===== src/rtl/rxChanBufPkg.sv =====
package rxChanBufPkg;
  // strobes from control to datapath
  typedef struct packed {
    logic push;
    logic pop;
    logic realign;
  } bufStrobe_t;
endpackage


===== src/rtl/rxBufData.sv =====
module rxBufData
  import rxChanBufPkg::*;
#(
  parameter int DATA_W = 32,
  parameter int DEPTH  = 16,
  parameter int CNT_W  = $clog2(DEPTH) + 1
) (
  input  logic              clk,
  input  logic              rstN,
  input  bufStrobe_t        strobe,
  input  logic [DATA_W-1:0] wrData,
  input  logic [CNT_W-1:0]  latencyDepth,
  output logic [DATA_W-1:0] outData,
  output logic [CNT_W-1:0]  fillLevel
);
  localparam int AW = $clog2(DEPTH);

  logic [DATA_W-1:0] store [DEPTH];
  logic [CNT_W-1:0]  wrPtr;
  logic [CNT_W-1:0]  rdPtr;

  always_ff @(posedge clk) begin
    if (strobe.push) store[wrPtr[AW-1:0]] <= wrData;
  end

  always_ff @(posedge clk or negedge rstN) begin
    if (!rstN) begin
      wrPtr <= '0;
      rdPtr <= '0;
    end else begin
      if (strobe.push) wrPtr <= wrPtr + 1'b1;
      if (strobe.realign)  rdPtr <= wrPtr - latencyDepth;
      else if (strobe.pop) rdPtr <= rdPtr + 1'b1;
    end
  end

  assign fillLevel = wrPtr - rdPtr;
  assign outData   = store[rdPtr[AW-1:0]];
endmodule


===== src/rtl/rxBufCtrl.sv =====
module rxBufCtrl
  import rxChanBufPkg::*;
#(
  parameter int DEPTH = 16,
  parameter int CNT_W = $clog2(DEPTH) + 1
) (
  input  logic             clk,
  input  logic             rstN,
  input  logic             wrValid,
  input  logic             syncMode,
  input  logic             resync,
  input  logic             outReady,
  input  logic [CNT_W-1:0] readyThr,
  input  logic [CNT_W-1:0] fillLevel,
  output bufStrobe_t       strobe,
  output logic             outValid,
  output logic             overflow,
  output logic             underflow
);
  logic isFull;
  logic isEmpty;
  logic running;
  logic thrValid;
  logic syncRead;
  logic readStarved;

  assign isFull   = (fillLevel == CNT_W'(DEPTH));
  assign isEmpty  = (fillLevel == '0);
  assign thrValid = (fillLevel > readyThr);

  // synchronous mode read attempt after realignment
  assign syncRead    = syncMode && running && outReady && !resync;
  assign readStarved = syncRead && isEmpty;

  always_comb begin
    strobe.push    = wrValid && !isFull;
    strobe.realign = syncMode && resync;
    if (syncMode) strobe.pop = syncRead && !isEmpty;
    else          strobe.pop = thrValid && outReady;
    if (syncMode) outValid = running && outReady && !isEmpty;
    else          outValid = thrValid;
  end

  always_ff @(posedge clk or negedge rstN) begin
    if (!rstN) begin
      running   <= 1'b0;
      overflow  <= 1'b0;
      underflow <= 1'b0;
    end else begin
      if (!syncMode)   running <= 1'b0;
      else if (resync) running <= 1'b1;
      if (wrValid && isFull) overflow  <= 1'b1;
      if (readStarved)       underflow <= 1'b1;
    end
  end
endmodule


===== src/rtl/rxStartTimer.sv =====
module rxStartTimer #(
  parameter int OFS_W = 16
) (
  input  logic             clk,
  input  logic             rstN,
  input  logic             frameStart,
  input  logic [OFS_W-1:0] startOffset,
  output logic             startPulse
);
  logic [OFS_W-1:0] remain;
  logic             armed;

  assign startPulse = armed && (remain == '0);

  always_ff @(posedge clk or negedge rstN) begin
    if (!rstN) begin
      remain <= '0;
      armed  <= 1'b0;
    end else if (frameStart) begin
      remain <= startOffset;
      armed  <= 1'b1;
    end else if (armed) begin
      if (remain == '0) armed <= 1'b0;
      else              remain <= remain - 1'b1;
    end
  end
endmodule


===== src/rtl/rxChanBuf.sv =====
module rxChanBuf
  import rxChanBufPkg::*;
#(
  parameter int DATA_W = 32,
  parameter int DEPTH  = 16,
  parameter int OFS_W  = 16,
  localparam int CNT_W = $clog2(DEPTH) + 1
) (
  input  logic              clk,
  input  logic              rstN,
  input  logic              wrValid,
  input  logic [DATA_W-1:0] wrData,
  input  logic              frameStart,
  input  logic [OFS_W-1:0]  startOffset,
  output logic              startPulse,
  input  logic              syncMode,
  input  logic [CNT_W-1:0]  readyThr,
  input  logic [CNT_W-1:0]  latencyDepth,
  input  logic              resync,
  input  logic              outReady,
  output logic              outValid,
  output logic [DATA_W-1:0] outData,
  output logic [CNT_W-1:0]  fillLevel,
  output logic              overflow,
  output logic              underflow
);
  bufStrobe_t strobe;

  rxBufCtrl #(.DEPTH(DEPTH), .CNT_W(CNT_W)) u_ctrl (
    .clk(clk), .rstN(rstN), .wrValid(wrValid), .syncMode(syncMode),
    .resync(resync), .outReady(outReady), .readyThr(readyThr),
    .fillLevel(fillLevel), .strobe(strobe), .outValid(outValid),
    .overflow(overflow), .underflow(underflow)
  );

  rxBufData #(.DATA_W(DATA_W), .DEPTH(DEPTH), .CNT_W(CNT_W)) u_data (
    .clk(clk), .rstN(rstN), .strobe(strobe), .wrData(wrData),
    .latencyDepth(latencyDepth), .outData(outData), .fillLevel(fillLevel)
  );

  rxStartTimer #(.OFS_W(OFS_W)) u_timer (
    .clk(clk), .rstN(rstN), .frameStart(frameStart),
    .startOffset(startOffset), .startPulse(startPulse)
  );
endmodule


===== config.mk =====
export PLATFORM = sky130hd
export DESIGN_NAME = rxChanBuf
export DESIGN_NICKNAME = d
export VERILOG_FILES = /design/src/rtl/rxChanBufPkg.sv /design/src/rtl/rxBufData.sv /design/src/rtl/rxBufCtrl.sv /design/src/rtl/rxStartTimer.sv /design/src/rtl/rxChanBuf.sv
export SDC_FILE = /design/constraint.sdc
export NUM_CORES = 1
export LEC_CHECK = 0
export BUFFER_PORTS_ARGS = -buffer_cell sky130_fd_sc_hd__buf_2
export CORE_UTILIZATION = 61
export CTS_CLUSTER_SIZE = 25
export DETAILED_ROUTE_END_ITERATION = 16
export PLACE_DENSITY = 0.9
export SKIP_LAST_GASP = 1
export SLEW_MARGIN = 20
export SYNTH_ARGS = -nofsm -noshare
export SYNTH_HDL_FRONTEND = slang
export SYNTH_SLANG_ARGS = --single-unit

===== constraint.sdc =====
create_clock -name clk -period 7.05 [get_ports clk]
set_input_delay 0.705 -clock clk [delete_from_list [all_inputs] [get_ports clk]]
set_output_delay 0.705 -clock clk [all_outputs]
set_load 0.005 [all_outputs]

Yosys cells after proc, flatten, opt, wreduce, memory -nomap -nowiden
Memories as Yosys holds them, arrays and structs flattened.
Cells that the tools add are included.
{"block": "word_totals", "regBits": 30, "mem_bits_rw": 512, "input_bits": 65, "out_inout_bits": 41, "n_memories": 1}
{"memory": "u_data.store", "words": 16, "width": 32, "rd": 1, "rd_ports_with_merged_regs": 0, "write_ports": 1, "line": "rxBufData.sv:18", "source": "logic [DATA_W-1:0] store [DEPTH];"}
{"block": "op_classes", "n_addsub": 5, "n_lt_le_gt_ge": 1, "eq_ne": 3, "n_mux": 14, "n_reduce_logical": 20}
{"op": "16-bit two-way mux", "count": 3}
{"op": "16-bit logical NOT", "count": 1}
{"op": "16-bit by 1-bit subtractor with 16-bit output (second input constant)", "count": 1}
{"op": "1-bit logical AND", "count": 12}
{"op": "5-bit by 1-bit adder with 5-bit output (second input constant)", "count": 2}
{"op": "5-bit two-way mux", "count": 2}
{"op": "5-bit subtractor", "count": 2}
{"op": "1-bit two-way mux", "count": 9}
{"op": "5-bit equality test (second input constant)", "count": 1}
{"op": "5-bit greater-than comparator", "count": 1}
{"op": "5-bit logical NOT", "count": 1}
{"op": "2-bit nonzero test", "count": 2}
{"op": "1-bit logical NOT", "count": 3}
{"op": "2-bit by 1-bit inequality test with 1-bit output (second input constant)", "count": 1}
{"op": "2-bit inequality test (second input constant)", "count": 1}
{"op": "2-bit AND reduction", "count": 1}

Depth between registers and ports, before layout
{"block": "depth", "word_depth": 7, "depth_mapped": 15, "mapped_depth_nobuf": 14}

By module
Synthesis repeated with hierarchy kept, for this count alone.
{"block": "hier_totals", "hier_cells": 1058, "hier_area_um2": 21420.5}
{"mod": "rxBufData", "instances": 1, "cells_per_inst": 892, "area_each_um2": 20005.4, "seq_area_each_um2": 15625.0}
{"mod": "rxStartTimer", "instances": 1, "cells_per_inst": 133, "area_each_um2": 1117.3, "seq_area_each_um2": 425.4}
{"mod": "rxBufCtrl", "instances": 1, "cells_per_inst": 33, "area_each_um2": 297.8, "seq_area_each_um2": 75.1}

Worst setup path before layout
OpenSTA, ideal clock, no wires.
{"block": "synth_timing", "kind": "register to register", "from": "reg u_data.rdPtr[1]", "to": "mem u_data.store[4][0], enable pin", "setup_time_ns": 0.461, "arrival_time_ns": 4.953, "required_time_ns": 6.589, "setup_slack_ns": 1.636, "stages_incl_launch_ff": 13, "n_path_buf": 4, "synth_period_minus_slack_ns": 5.414, "cell_sequence": "dfrtp_1 > clkbuf_1 > clkbuf_1 > clkbuf_1 > inv_1 > fa_1 > xor2_1 > and4b_1 > nor2_1 > o31a_1 > buf_2 > nand2_1 > nor3_1"}
{"block": "synth_between", "elab_chain_cells": 6}
{"element": "from (decl)", "line": "rxBufData.sv:20", "source": "logic [CNT_W-1:0] rdPtr;"}
{"element": "from (signal assigned)", "line": "rxBufData.sv:32", "source": "if (strobe.realign) rdPtr <= wrPtr - latencyDepth;"}
{"element": "from (signal assigned)", "line": "rxBufData.sv:33", "source": "else if (strobe.pop) rdPtr <= rdPtr + 1'b1;"}
{"element": "5-bit subtractor", "line": "rxBufData.sv:37", "source": "assign fillLevel = wrPtr - rdPtr;"}
{"element": "named net fillLevel[2]", "line": "rxChanBuf.sv:23", "source": "output logic [CNT_W-1:0] fillLevel,"}
{"element": "5-bit equality test", "line": "rxBufCtrl.sv:27", "source": "assign isFull = (fillLevel == CNT_W'(DEPTH));"}
{"element": "1-bit logical NOT", "line": "rxBufCtrl.sv:36", "source": "strobe.push = wrValid && !isFull;"}
{"element": "1-bit logical AND", "line": "rxBufCtrl.sv:36"}
{"element": "1-bit two-way mux", "line": "rxBufData.sv:23", "source": "if (strobe.push) store[wrPtr[AW-1:0]] <= wrData;"}
{"element": "1-bit two-way mux (not written as such)", "line": "rxBufData.sv:23"}
{"element": "to (decl)", "line": "rxBufData.sv:18"}
The timed path passes the listed nets, and every way through them passes these cells.

Final worst setup path
{"block": "layout_timing", "from": "reg u_data.rdPtr[3]", "to": "out outValid"}
{"block": "layout_between", "elab_chain_cells": 5}
{"element": "5-bit subtractor *", "line": "rxBufData.sv:37"}
{"element": "branches (longest 3 deep; another with 5-bit greater-than comparator)"}
{"element": "1-bit two-way mux *", "line": "rxBufCtrl.sv:40", "source": "if (syncMode) outValid = running && outReady && !isEmpty;"}
{"element": "to (decl)", "line": "rxChanBuf.sv:21", "source": "output logic outValid,"}
Mark *: on every way between the ends.

==> summary.md <==
| Metric | Value |
|---|---|
| Outcome | `finished clean` |
| Int Pwr | `0.006830 W` |
| # fillers | `2,011` |
| Antenna Cells | `0` |
| Slew @ Worst Pin | `1.044 ns` |
| Final WS setup | `2.602 ns` |
| Detailed Route Iter0 Violations | `1,373` |
| Fin crit share | `63.09%` |
| Yosys cell types | `54` |
| Cts hold-fix bufs | `0` |
| R2R Setup Slk | `2.70 ns` |
| Insertion delay to the later sink of the worst-skew pair | `0.57 ns` |
| Final setup TNS | `0 ns` |
| Sink Count | `542` |
| Initial antenna violation count | `1` |
| CTS root buf | `clkbuf_16` |
| Multi-input gate area | `0.005027 mm²` |
| Top-area cell type share of the netlist area | `71.91%` |
| Via Count | `10,520` |
| Clock skew | `0.01765 ns` |
| Number of synthesized flops with an enable pin | `512` |
| Vias per cell | `6.636` |
| Syn Area/Cell | `22.11 µm²` |
| Vias in the first global route | `10,760` |
| Max Clk Rate | `224.8 MHz` |
| Layout Nets | `1,183` |
| Drt total wl | `48,160 µm` |
| DR pass1 iterations | `5` |
| Synth top area cells | `edfxtp_1 72%, mux4_2 17%, dfrtp_1 3.5%` |
| Placed cells | `1,493` |
| Share of cells above drive strength 1 | `33.42%` |
| IO buf count | `105` |
| Post-CTS Resized | `0` |
| Sequential power share | `42.2%` |
| CTS tree | `done` |
| Max_cap viols | `0` |
| Power Dens Cells | `403.0 mW/mm²` |
| Initial Utilization | `61.90%` |
| Ys Warns | `0` |
| Gate Count Post-Synth | `967` |
| Final hold vios | `0` |
| Die Ht | `189.2 µm` |
| Cell Rows | `68` |
| Switching Share | `29.84%` |
| Net load switching power | `0.002906 W` |
| WP data required | `6.34 ns` |
| GP Congestion | `0.8339` |
| Wire per inst | `30.37 µm` |
| Cell Area, Synth | `0.02138 mm²` |
| Total CTS buffers | `52` |
| Overall Power | `0.009736 W` |
| CTS max path bufs | `3` |
| Final Setup Violations | `0` |
| Final max-slew violation count | `0` |
| Most frequent cells in the layout | `512 x edfxtp_1, 160 x mux4_2, 105 x buf_2` |
| H-tree levels | `2` |
| DR DRC count | `0` |
| Peak supply drop | `0.2711 mV` |
| Synth area leader | `edfxtp_1` |
| All-Layer GR Usage | `27.61%` |
| Clock share of power | `27.5%` |
| Pre-CTS setup slack | `2.327 ns` |
| First-pass GRT wire length | `70,900 µm` |
| Area post-placement | `0.02243 mm²` |
| Core box area | `0.03454 mm²` |
| GRT overflow | `0` |
| Die W | `189.2 µm` |
| Critical path launch point type | `register` |
| Logic gate share of total power | `30.3%` |
| Reg-to-reg startpoint | `u_data.rdPtr[0]$_DFFE_PN0P_` |
| Clock transition at path regs | `0.07 ns` |
| CP Capture Type | `output port` |
| Worst r2r dst | `u_data.store[0][31]$_DFFE_PP_` |
| Antenna-violating nets left | `0` |
| Register area share after synthesis | `75.42%` |
| DP HPWL | `25,670 µm` |
| Cell area after layout | `0.02416 mm²` |
| # Post-CTS Setup Buffers | `0` |
| Min-Delay Path Class | `in -> async` |
| Main synth FF type | `edfxtp_1` |
| Non-Filler Instances | `1,586` |
| FFs w/ async S/R, synth | `5.535%` |
| Leak | `7.952 nW` |
| Critical Path AT | `3.74 ns` |
| Seq. cell area | `0.01613 mm²` |
| Synthesized Nets | `1,053` |
| Minimum clock period | `4.448 ns` |
| Largest fanout on the critical path | `33` |
| Largest net degree at the start of global routing | `84` |
| Max-slew headroom | `30.41%` |
| RSZ-0062 raised after global routing | `false` |
| R2r worst-path depth | `9` |
| Most common cell after layout, fill and taps aside | `edfxtp_1` |
| Die area | `0.03580 mm²` |
| Layout Area Growth over Synthesis | `12.99%` |
| Synth Register Bits | `542` |
| IO Pins | `106` |
| Crit path kind | `reg -> out` |
## cell usage after synthesis, types with 4 or more instances
master    instances
mux4_2          160
a21oi_1           8
inv_1            27
clkbuf_1         20
xor2_1            7
dfrtp_1          30
nand2b_1          4
a21o_1            4
edfxtp_1        512
and2_1            8
o21ai_0          19
nor3_1           11
nand2_1          26
nand3_1           7
buf_1            12
buf_2            11
ha_1             19
nor2_1           17
xnor2_1          19
## layout make-up
class / instances / share of cell area [%]
Multi-Input combinational cell: 354 / 20.81
Clock buffer: 62 / 5.542
Timing Repair Buffer: 119 / 3.009
Sequential cell: 542 / 66.79
Clock inverter: 26 / 1.062
Tap cell: 455 / 2.357
Inverter: 28 / 0.4351
## flip-flops by register name (all words and copies together) (netlist names)
signal / flops
u_timer.remain: 16
u_ctrl.underflow: 1
u_timer.armed: 1
u_data.wrPtr: 5
u_data.store: 512
u_data.rdPtr: 5
u_ctrl.running: 1
u_ctrl.overflow: 1
## how the worst max path moves through the flow
stage,start,endpoint,cells past startpoint
after floorplan,u_data.rdPtr[1]$_DFFE_PN0P_,u_data.store[4][0]$_DFFE_PP_,12
after detailed placement,u_data.rdPtr[0]$_DFFE_PN0P_,u_data.store[12][10]$_DFFE_PP_,9
after global placement,u_data.rdPtr[0]$_DFFE_PN0P_,u_data.store[14][13]$_DFFE_PP_,9
after global routing,u_data.rdPtr[3]$_DFFE_PN0P_,outValid,12
final,u_data.rdPtr[3]$_DFFE_PN0P_,outValid,12
after CTS,u_data.rdPtr[0]$_DFFE_PN0P_,u_data.store[12][3]$_DFFE_PP_,9
## routing by layer
metal	track usage (%)	share of wire (%)	vias up
li1	-	-	4284
met4	7.568	2.8	2
met1	37.41	38	5537
met5	0	0.027	-
met2	47.57	53	616
met3	4.004	6.5	85
## through the flow
| step | util [%] | hold WS [ns] |
|---|---|---|
| global route | 69.94 | 0.2279 |
| floorplan | - | 0.4094 |
| finish | 69.94 | 0.1792 |
| CTS | 69.55 | 0.2017 |
| global placement | 64.93 | 0.4346 |
| detailed placement | 64.93 | 0.4396 |
## cells by family (layout without fill, tap and decap cells)
logic type / after synthesis / in the layout / share of synthesized area (%)
xor+xnor: 26 / 26 / 1.065
simple gates: 97 / 97 / 2.487
buf+inv: 71 / 235 / 1.311
fa+ha+maj: 21 / 21 / 1.299
flops: 542 / 542 / 75.42
compound gates: 48 / 48 / 1.463
mux: 162 / 162 / 16.95
## critical path, cell delays in order (launching register included)
cell	delay [ns]
dfrtp_1	0.41
inv_2	0.06
buf_4	0.62
ha_1	0.40
a21oi_1	0.19
a21oi_1	0.13
nor2_1	0.25
ha_1	0.30
and4_1	0.21
a21oi_1	0.18
a221o_1	0.20
o21ai_0	0.08
buf_2	0.13
## power by group through the flow
stage	combinational, W	sequential (W)	clock [W]
CTS	0.00286	0.00419	0.00269
finish	0.00295	0.00411	0.00267
detailed placement	0.00279	0.00423	0
global placement	0.00267	0.00418	0
floorplan	0.00201	0.00404	0
global route	0.00315	0.00414	0.00281
Note: power is estimated with default switching activity, not from simulation.
